--- src/rtl/lcd_tg_pkg.sv ---
package lcd_tg_pkg;
  localparam int PCD_W = 8;
  localparam int DIV_W = PCD_W + 1;

  typedef enum logic {MODE_ACTIVE = 1'b0, MODE_PASSIVE = 1'b1} lcd_mode_e;

  // divisor actually used: double pixel mode forbids zero
  function automatic logic [PCD_W-1:0] eff_pcd(input logic [PCD_W-1:0] pcd,
                                               input logic dbl);
    return (dbl && pcd == '0) ? PCD_W'(1) : pcd;
  endfunction

  // terminal count of the divider: 2*(N+1)-1 = 2N+1
  function automatic logic [DIV_W-1:0] div_last(input logic [PCD_W-1:0] pcd,
                                                input logic dbl);
    return {eff_pcd(pcd, dbl), 1'b1};
  endfunction

  function automatic int max4(input int a, input int b, input int c, input int d);
    int m;
    m = a;
    if (b > m) m = b;
    if (c > m) m = c;
    if (d > m) m = d;
    return m;
  endfunction
endpackage

--- src/rtl/lcd_tg_div.sv ---
module lcd_tg_div
  import lcd_tg_pkg::*;
(
  input  logic             clk,
  input  logic             rst,
  input  logic [PCD_W-1:0] pcd,
  input  logic             dbl,
  output logic             pix_en
);
  logic [DIV_W-1:0] cnt;
  logic [DIV_W-1:0] last;

  assign last   = div_last(pcd, dbl);
  assign pix_en = (cnt == last);

  always_ff @(posedge clk) begin
    if (rst)         cnt <= '0;
    else if (pix_en) cnt <= '0;
    else             cnt <= cnt + DIV_W'(1);
  end

  a_r1_single_cycle: assert property (@(posedge clk) disable iff (rst)
    pix_en |=> !pix_en);
  a_r1_cnt_bounded: assert property (@(posedge clk) disable iff (rst)
    cnt <= last);
  a_r2_dbl_min_period: assert property (@(posedge clk) disable iff (rst)
    dbl |-> last >= DIV_W'(3));
endmodule

--- src/rtl/lcd_tg_axis.sv ---
module lcd_tg_axis
  import lcd_tg_pkg::*;
#(
  parameter int SW = 6,
  parameter int BW = 8,
  parameter int AW = 10,
  parameter int FW = 8
) (
  input  logic          clk,
  input  logic          rst,
  input  logic          step,
  input  logic [SW-1:0] sync_m1,
  input  logic [BW-1:0] back_n,
  input  logic [AW-1:0] act_m1,
  input  logic [FW-1:0] front_n,
  output logic          last,
  output logic          in_sync,
  output logic          in_act,
  output logic          act_first
);
  localparam int MW = max4(SW, BW, AW, FW);
  localparam int TW = MW + 2;

  logic [TW-1:0] pos;
  logic [TW-1:0] s_end, a_beg, a_end, total;

  assign s_end = TW'(sync_m1) + TW'(1);
  assign a_beg = s_end + TW'(back_n);
  assign a_end = a_beg + TW'(act_m1) + TW'(1);
  assign total = a_end + TW'(front_n);

  assign last      = (pos == total - TW'(1));
  assign in_sync   = (pos < s_end);
  assign in_act    = (pos >= a_beg) && (pos < a_end);
  assign act_first = (pos == a_beg);

  always_ff @(posedge clk) begin
    if (rst)       pos <= '0;
    else if (step) pos <= last ? '0 : pos + TW'(1);
  end

  a_r4_pos_bounded: assert property (@(posedge clk) disable iff (rst)
    pos < total);
  a_r8_pos_hold: assert property (@(posedge clk) disable iff (rst)
    !step |=> $stable(pos));
  a_r3_sync_leads: assert property (@(posedge clk) disable iff (rst)
    in_sync |-> !in_act);
endmodule

--- src/rtl/lcd_timing_gen.sv ---
module lcd_timing_gen
  import lcd_tg_pkg::*;
#(
  parameter int HSW_W = 6,
  parameter int HBP_W = 8,
  parameter int PPL_W = 10,
  parameter int HFP_W = 8,
  parameter int VSW_W = 6,
  parameter int VBP_W = 8,
  parameter int LPF_W = 10,
  parameter int VFP_W = 8
) (
  input  logic             clk,
  input  logic             rst,
  input  logic [PCD_W-1:0] cfg_pcd,
  input  logic             cfg_dbl_pix,
  input  logic             cfg_passive,
  input  logic [HSW_W-1:0] cfg_hsw,
  input  logic [HBP_W-1:0] cfg_hbp,
  input  logic [PPL_W-1:0] cfg_ppl,
  input  logic [HFP_W-1:0] cfg_hfp,
  input  logic [VSW_W-1:0] cfg_vsw,
  input  logic [VBP_W-1:0] cfg_vbp,
  input  logic [LPF_W-1:0] cfg_lpf,
  input  logic [VFP_W-1:0] cfg_vfp,
  output logic             pix_en_o,
  output logic             hsync_o,
  output logic             vsync_o,
  output logic             de_o
);
  // shadow copy, refreshed only at reset and frame end
  logic [PCD_W-1:0] sh_pcd;
  logic             sh_dbl;
  lcd_mode_e        sh_mode;
  logic [HSW_W-1:0] sh_hsw;
  logic [HBP_W-1:0] sh_hbp;
  logic [PPL_W-1:0] sh_ppl;
  logic [HFP_W-1:0] sh_hfp;
  logic [VSW_W-1:0] sh_vsw;
  logic [VBP_W-1:0] sh_vbp;
  logic [LPF_W-1:0] sh_lpf;
  logic [VFP_W-1:0] sh_vfp;

  logic pix_en;
  logic h_last, h_sync, h_act, h_first;
  logic v_last, v_sync, v_act, v_first;
  logic line_step, frame_wrap;

  assign line_step  = pix_en & h_last;
  assign frame_wrap = line_step & v_last;

  always_ff @(posedge clk) begin
    if (rst || frame_wrap) begin
      sh_pcd  <= cfg_pcd;
      sh_dbl  <= cfg_dbl_pix;
      sh_mode <= lcd_mode_e'(cfg_passive);
      sh_hsw  <= cfg_hsw;
      sh_hbp  <= cfg_hbp;
      sh_ppl  <= cfg_ppl;
      sh_hfp  <= cfg_hfp;
      sh_vsw  <= cfg_vsw;
      sh_vbp  <= cfg_vbp;
      sh_lpf  <= cfg_lpf;
      sh_vfp  <= cfg_vfp;
    end
  end

  lcd_tg_div u_div (
    .clk    (clk),
    .rst    (rst),
    .pcd    (sh_pcd),
    .dbl    (sh_dbl),
    .pix_en (pix_en)
  );

  lcd_tg_axis #(.SW(HSW_W), .BW(HBP_W), .AW(PPL_W), .FW(HFP_W)) u_h (
    .clk       (clk),
    .rst       (rst),
    .step      (pix_en),
    .sync_m1   (sh_hsw),
    .back_n    (sh_hbp),
    .act_m1    (sh_ppl),
    .front_n   (sh_hfp),
    .last      (h_last),
    .in_sync   (h_sync),
    .in_act    (h_act),
    .act_first (h_first)
  );

  lcd_tg_axis #(.SW(VSW_W), .BW(VBP_W), .AW(LPF_W), .FW(VFP_W)) u_v (
    .clk       (clk),
    .rst       (rst),
    .step      (line_step),
    .sync_m1   (sh_vsw),
    .back_n    (sh_vbp),
    .act_m1    (sh_lpf),
    .front_n   (sh_vfp),
    .last      (v_last),
    .in_sync   (v_sync),
    .in_act    (v_act),
    .act_first (v_first)
  );

  logic unused_h_first;
  assign unused_h_first = h_first;

  assign pix_en_o = pix_en & ~rst;
  assign hsync_o  = h_sync & ~rst;
  assign vsync_o  = ~rst & ((sh_mode == MODE_PASSIVE) ? v_first : v_sync);
  assign de_o     = ~rst & h_act & v_act;

  a_r8_cfg_held: assert property (@(posedge clk) disable iff (rst)
    !frame_wrap |=> $stable({sh_pcd, sh_dbl, sh_hsw, sh_hbp, sh_ppl, sh_hfp,
                             sh_vsw, sh_vbp, sh_lpf, sh_vfp}));
  a_r7_passive_no_sync_vs: assert property (@(posedge clk) disable iff (rst)
    (sh_mode == MODE_PASSIVE && vsync_o) |-> !v_sync);
  a_r5_de_outside_hsync: assert property (@(posedge clk) disable iff (rst)
    de_o |-> !hsync_o);
  a_r6_active_vs_no_de: assert property (@(posedge clk) disable iff (rst)
    (sh_mode == MODE_ACTIVE && vsync_o) |-> !de_o);
  a_r9_reset_quiet: assert property (@(posedge clk)
    rst |-> !(pix_en_o || hsync_o || vsync_o || de_o));
endmodule

--- config.mk ---
export PLATFORM = sky130hd
export DESIGN_NAME = lcd_timing_gen
export DESIGN_NICKNAME = d
export VERILOG_FILES = /design/src/rtl/lcd_tg_pkg.sv /design/src/rtl/lcd_tg_div.sv /design/src/rtl/lcd_tg_axis.sv /design/src/rtl/lcd_timing_gen.sv
export SDC_FILE = /design/constraint.sdc
export NUM_CORES = 1
export LEC_CHECK = 0
export BUFFER_PORTS_ARGS = -buffer_cell sky130_fd_sc_hd__clkbuf_2
export CAP_MARGIN = 20
export CORE_MARGIN = 3
export CORE_UTILIZATION = 60
export DETAILED_ROUTE_END_ITERATION = 12
export PLACE_DENSITY_LB_ADDON = 0.25
export SYNTH_ARGS = -nofsm -noshare
export SYNTH_HDL_FRONTEND = slang
export SYNTH_SLANG_ARGS = --single-unit
--- constraint.sdc ---
create_clock -name clk -period 13.7 [get_ports clk]
set_input_delay 3.425 -clock clk [delete_from_list [all_inputs] [get_ports clk]]
set_output_delay 3.425 -clock clk [all_outputs]
set_load 0.01 [all_outputs]
==> results.toml, run 1 <==
[cts]
clkTransAtPathRegs_ns = 0.08
cts_tree = "built"
clockBufferDepth = 2
clk_latency_ns = 0.36
clock_sinks = 107
hold_buffers = 0
cts_buffers = 9
ctsRootBufferMaster = "clkbuf_16"
postCtsSetupBuffers = 0
cts_resized = 0
htreeDepth = 3

[timing]
rsz0062_at_grt = "no"
hold_viol = 0
slew_viol_final = 0
slew_headroom_pct = 35.2
hold-worst-slack_ns = 0.511
fin_crit_ns = 8.47
finalCritPeriodShare_pct = 61.8
finalSetupViolations = 0
tightest_slew_ns = 0.969
timing.fmax_ghz = 0.118
clock_skew_ns = 0.0101
tns_ns = 0

[setup_path]
reg2reg_depth = 24
worstPathMaxFanout = 5
r2r_start = "sh_hsw[0]"
r2r-end = "sh_hfp[3]"
reg2reg_setup_slack_ns = 6.43
setup.worst_path.end_class = "primary output"
required_ns = 10.27
setup.worst_path.start_class = "flip-flop"
arrival_ns = 5.04
critPathKind = "flip-flop to primary output"

[power]
seq_power_share_pct = 28.1
power_density_nw_per_um2 = 148
power.leakage_uw = 0.00394
ir_worst_vdd_mv = 0.0969
intPower_uw = 798
combPwrFrac_pct = 52.2
p_switching_uw = 518
p_sw_share_pct = 39.4
clock_power_share_pct = 19.7

[drt]
totalWireLength_um = 15900
vias = 6064
first_pass_iters = 5
drcViolationCount = 0
ant_nets = 0
drt-initial-drc-count = 412
viasPerCell = 5.59
wl_per_cell_um = 14.6

[logic_synthesis]
synthTopCellsByCount = "113 x ha_1, 103 x inv_1, 74 x edfxtp_1, 70 x xnor2_1, 59 x a21oi_1"
async_flop_share_pct = 0
synth.most_common_cell = "ha_1"
synth_ff_type = "edfxtp_1"
synth_area_um2 = 8020
synth.net_count = 1025
netlist.area_leader.share_pct = 27.7
synthCells = 830
synth-warning-count = 0
avgSynthCellArea_um2 = 9.67
synth_cell_types = 66
synth_area_leaders = "edfxtp_1 28%, ha_1 18%, dfxtp_1 8.2%, xnor2_1 7.6%, inv_1 4.8%"
synth-seq-cells = 107
yosysSeqAreaShare_pct = 35.9
synth_edf_count = 74
synth_top_area_cell = "edfxtp_1"

[outcome]
status = "finished, final reports clean"

[cells_and_area]
diodes = 0
layout.nets = 1103
areaGrowthSynthToFinish_pct = 10.9
fin_cells = 1085
drive_gt1_share_pct = 12.7

[run]
drv_cap = 0

[floorplan]
pin_count = 80
dieWidth_um = 122
fp-row-count = 41
dieArea_um2 = 14800
core_um2 = 12800
dieHeight_um = 122
initial_core_util_pct = 62.6

[worst_hold_path]
worstHoldPathCells = 1
hold_start = "u_div.cnt[0]"
min_to = "u_div.cnt[0]"
hold_path.class = "flip-flop to flip-flop"

[global_routing]
grt_pass1_vias = 5706
antenna_found_initial = 0
grt_pass1_wl_um = 26200
grt-ovfl-total = 0
grt_use_total_pct = 22.1
grt_max_degree = 53

[place]
finalWeightedCongestion = 0.853
hpwl_um = 12400
dp_cells = 1069
io_buffers = 79
==> critical path: stages, from the launching register on <==
cell	delay, ns
edfxtp_1	0.45
ha_1	0.38
ha_1	0.29
a21o_1	0.18
a21oi_1	0.22
o21bai_1	0.10
a21oi_1	0.24
o21bai_1	0.10
a21oi_1	0.18
xnor2_1	0.12
ha_1	0.36
nand3_1	0.13
a2111oi_2	0.33
nor2_2	0.11
o21bai_4	0.17
xor2_4	0.23
or2b_1	0.25
nand3_1	0.08
a21oi_1	0.04
a32o_1	0.23
nor3b_1	0.30
clkbuf_2	0.20
==> final cells by class <==
cell class / count / area, um2
fill: 1014 / 3930
multi-input combinational: 605 / 4710
sequential: 107 / 2880
timing repair buffer: 81 / 410
tap: 172 / 215
clock buffer: 10 / 229
clock inverter: 6 / 65.1
inverter: 104 / 390
==> per-layer routing <==
metal	up-vias	global-route usage [%]	share of wire (%)
met1	2755	32.4	48
met2	190	33.9	44
li1	3102	-	-
met3	17	4.22	6.7
met5	-	0	0
met4	0	5.81	1.3
==> metrics by stage <==
stage	util [%]	power [uW]	area [um2]	setup WS (ns)
after floorplan	-	932	8020	5.87
final	69.4	1320	8900	5.23
after CTS	69.4	1320	8900	5.24
after detailed placement	67.1	1050	8600	5.62
after global routing	69.4	1430	8900	4.93
after global placement	67.1	1040	8600	5.61
==> power by group through the flow <==
| stage | Combinational, uW | Clock [uW] | Sequential [uW] |
|---|---|---|---|
| after floorplan | 558 | 0 | 374 |
| after global placement | 660 | 0 | 377 |
| after detailed placement | 675 | 0 | 377 |
| after CTS | 685 | 266 | 370 |
| after global routing | 777 | 277 | 371 |
| final | 687 | 260 | 370 |
==> placed cells by master, fill, tap and decap left out, types with 6 or more instances in the layout <==
master and instances:
ha_1 113, inv_1 103, clkbuf_2 79, edfxtp_1 74, xnor2_1 70, a21oi_1 59, nor2_1 54, dfxtp_1 33
nand3_1 31, o21ai_0 30, xor2_1 28, nand2_1 20, nand2b_1 15, nor3_1 15, o21a_1 13, nand4_1 13
a21o_1 12, and3_1 12, o21bai_1 10, nor2b_1 9, or3_1 9, clkbuf_16 9, a31oi_1 7, fa_1 6
==> flip-flops by register name, indices dropped and copies added (netlist names) <==
register and flops:
sh_dbl 1, sh_hbp 8, sh_hfp 8, sh_hsw 6, sh_lpf 10, sh_mode 1
sh_pcd 8, sh_ppl 10, sh_vbp 8, sh_vfp 8, sh_vsw 6, u_div.cnt 9
u_h.pos 12, u_v.pos 12
==> logic make-up after synthesis <==
group	synth area share, %
AND/OR/NAND/NOR	13.7
AO/OA/AOI/OAI	13.7
adder cells (fa/ha/maj)	19.3
buffers and inverters	5.57
flip-flops	35.9
XOR/XNOR	11.4
multiplexers	0.390
==> worst max-delay path by stage <==
| stage | from | endpoint | slack (ns) | cells past startpoint |
|---|---|---|---|---|
| after floorplan | rst | de_o | 5.87 | 7 |
| after global placement | rst | de_o | 5.61 | 8 |
| after detailed placement | rst | de_o | 5.62 | 8 |
| after CTS | sh_hsw[0] | de_o | 5.24 | 21 |
| after global routing | sh_hsw[0] | de_o | 4.93 | 21 |
| final | sh_hsw[0] | de_o | 5.23 | 21 |
Power figures use the tool's default switching activity.
==> run 2: changes to the inputs <==
Settings changed: ABC_AREA from default to 1, CORE_UTILIZATION 60 to 55.
Clock period 13.7 ns to 6.8 ns, I/O delays scaled along.
==> run 2 against run 1 <==
Effect of this change: combinational power grew 67%; power grew 86%; worst hold slack lost 0.020 ns; worst setup slack lost 4.9 ns; synthesized area grew 5.9%; clock-buffer cell count is the same.
==> results.toml, run 2 <==
[logic_synthesis]
yosysSeqAreaShare_pct = 33.9
avgSynthCellArea_um2 = 7.97
synthAdderAreaFrac_pct = 18.1
synth-xor-area-share_pct = 5.88
synth_top_family_by_area = "simple AND/OR/NAND/NOR gates"
synth-warning-count = 0
synth.most_common_cell = "nand2_1"
synth_area_um2 = 8500
synth-seq-cells = 107
synth.net_count = 1261
netlist.area_leader.share_pct = 26.2
synth_cell_types = 44
synthCells = 1066
synth_ff_type = "edfxtp_1"
synthTopCellsByCount = "224 x nand2_1, 209 x inv_1, 113 x ha_1, 84 x nor2_1, 74 x edfxtp_1"
synth_edf_count = 74
synth_compound_area_share_pct = 7.38
async_flop_share_pct = 0
synth_area_leaders = "edfxtp_1 26%, ha_1 17%, nand2_1 9.9%, inv_1 9.2%, dfxtp_1 7.8%"
synth_top_area_cell = "edfxtp_1"
synthMuxAreaShare_pct = 0
synthSimpleGateAreaFrac_pct = 25.2

[timing]
tns_ns = 0
fin_crit_ns = 6.44
tightest_slew_ns = 0.481
clock_skew_ns = 0.0122
fin_ws_ns = 0.362
timing.fmax_ghz = 0.155
slew_headroom_pct = 67.6
slew_viol_final = 0
rsz0062_at_grt = "no"
finalCritPeriodShare_pct = 94.7
hold_viol = 0
finalSetupViolations = 0

[drt]
viasPerCell = 5.19
vias = 7013
drt-initial-drc-count = 453
first_pass_iters = 7
totalWireLength_um = 18000
drcViolationCount = 0
wl_per_cell_um = 13.3
ant_nets = 0

[setup_path]
critPathKind = "flip-flop to primary output"
r2r-end = "sh_hsw[0]"
setup.worst_path.end_class = "primary output"
reg2reg_depth = 35
worstPathMaxFanout = 4
reg2reg_setup_slack_ns = 0.80
required_ns = 5.10
r2r_start = "sh_hsw[0]"
setup.worst_path.start_class = "flip-flop"
arrival_ns = 4.74

[run]
drv_cap = 0

[floorplan]
pin_count = 80
dieWidth_um = 130
fp-row-count = 44
dieArea_um2 = 17000
dieHeight_um = 130
initial_core_util_pct = 57.4
core_um2 = 14800

[worst_hold_path]
hold_path.class = "flip-flop to flip-flop"
min_to = "u_div.cnt[3]"
hold_start = "u_div.cnt[3]"
worstHoldPathCells = 2

[place]
hpwl_um = 14500
finalWeightedCongestion = 0.961
placed_area_um2 = 9140
dp_cells = 1329
io_buffers = 79
place_ws_ns = 0.697

[cells_and_area]
final_core_util_pct = 64.3
final_design_area_no_fill_um2 = 9520
final_cell_mix = "224 x nand2_1, 209 x inv_1, 113 x ha_1"
fin_cells = 1350
multiInputGateArea_um2 = 4820
layout.nets = 1356
areaGrowthSynthToFinish_pct = 12.0
largestRegisters = "u_h.pos (12), u_v.pos (12)"
drive_gt1_share_pct = 12.5
layout_commonest_cell = "nand2_1"
diodes = 0
final-seq-area_um2 = 2880
final.fill_count = 1290

[cts]
cts_tree = "built"
clkTransAtPathRegs_ns = 0.07
ctsRootBufferMaster = "clkbuf_16"
clockBufferDepth = 2
clk_latency_ns = 0.37
cts_buffers = 9
htreeDepth = 3
clock_sinks = 107

[global_routing]
grt_max_degree = 42
grt_pass1_wl_um = 30400
grt-ovfl-total = 0
antenna_found_initial = 0
grt_pass1_vias = 6504
grt_use_total_pct = 22.5

[outcome]
status = "finished, final reports clean"

[power]
power_density_nw_per_um2 = 258
ir_worst_vdd_mv = 0.221
power.leakage_uw = 0.00490
## run 2: per-stage QoR
step	power, uW	hold WS (ns)
after detailed placement	1870	0.467
after global routing	2680	0.504
after floorplan	1650	0.441
after global placement	1840	0.458
final	2450	0.491
after CTS	2450	0.478
## run 2: timing repair
item	in CTS	in global routing
resized for setup	0	6
hold buffers	0	0
setup endpoints to repair	0	1
hold endpoints to repair	0	0
buffers inserted	0	5
## run 2: how the worst max path moves through the flow
stage | start | to | slack, ns | depth (start not counted)
final | sh_hsw[0] | de_o | 0.36 | 26
after global routing | sh_hsw[0] | de_o | 0.0004 | 26
after CTS | sh_hsw[0] | de_o | 0.24 | 26
after detailed placement | sh_vsw[0] | de_o | 0.70 | 26
after global placement | sh_vsw[0] | de_o | 0.79 | 26
after floorplan | sh_hsw[0] | de_o | 1.28 | 25
## run 2: critical path: stages, from the launching register on
cell and delay [ns]:
edfxtp_1 0.42, ha_1 0.26, xor2_1 0.18, ha_1 0.33
a21oi_1 0.14, nand2_1 0.10, a21oi_1 0.14, o21ai_1 0.10
a21oi_1 0.18, o21bai_1 0.10, xnor2_1 0.23, inv_1 0.07
ha_1 0.34, nand2_1 0.09, nor2_1 0.15, nand3_2 0.10
nand2_2 0.10, nand2_2 0.08, a21oi_4 0.17, inv_1 0.08
ha_1 0.18, nor3_1 0.15, nand3_1 0.11, a41oi_1 0.20
nand3_1 0.12, nor2_2 0.12, clkbuf_2 0.15
## run 2: cells by family (layout without fill, tap and decap cells)
group / Yosys count / count (layout)
XOR/XNOR: 57 / 57
AND/OR/NAND/NOR: 460 / 460
flip-flops: 107 / 107
AO/OA/AOI/OAI: 108 / 108
buffers and inverters: 215 / 315
adder cells (fa/ha/maj): 119 / 119
## run 2: layout make-up
class / count / area share [%]
inverter: 213 / 8.43
clock buffer: 10 / 2.41
multi-input combinational: 744 / 50.6
sequential: 107 / 30.3
clock inverter: 6 / 1.01
tap: 184 / 2.42
timing repair buffer: 86 / 4.84
## run 2: per-layer routing
layer  vias to the layer above  routed length (um)  track usage (%)
met1                      3119                8590             32.6
met5                         -                   0                0
met4                         0                 231             4.52
met3                        23                1280             4.99
li1                       3667                   -                -
met2                       204                7900             35.1
## run 2: report_power, final
group	switching (uW)	internal, uW	total [uW]
combinational	715	438	1150
clock	269	298	567
sequential	11.5	720	731
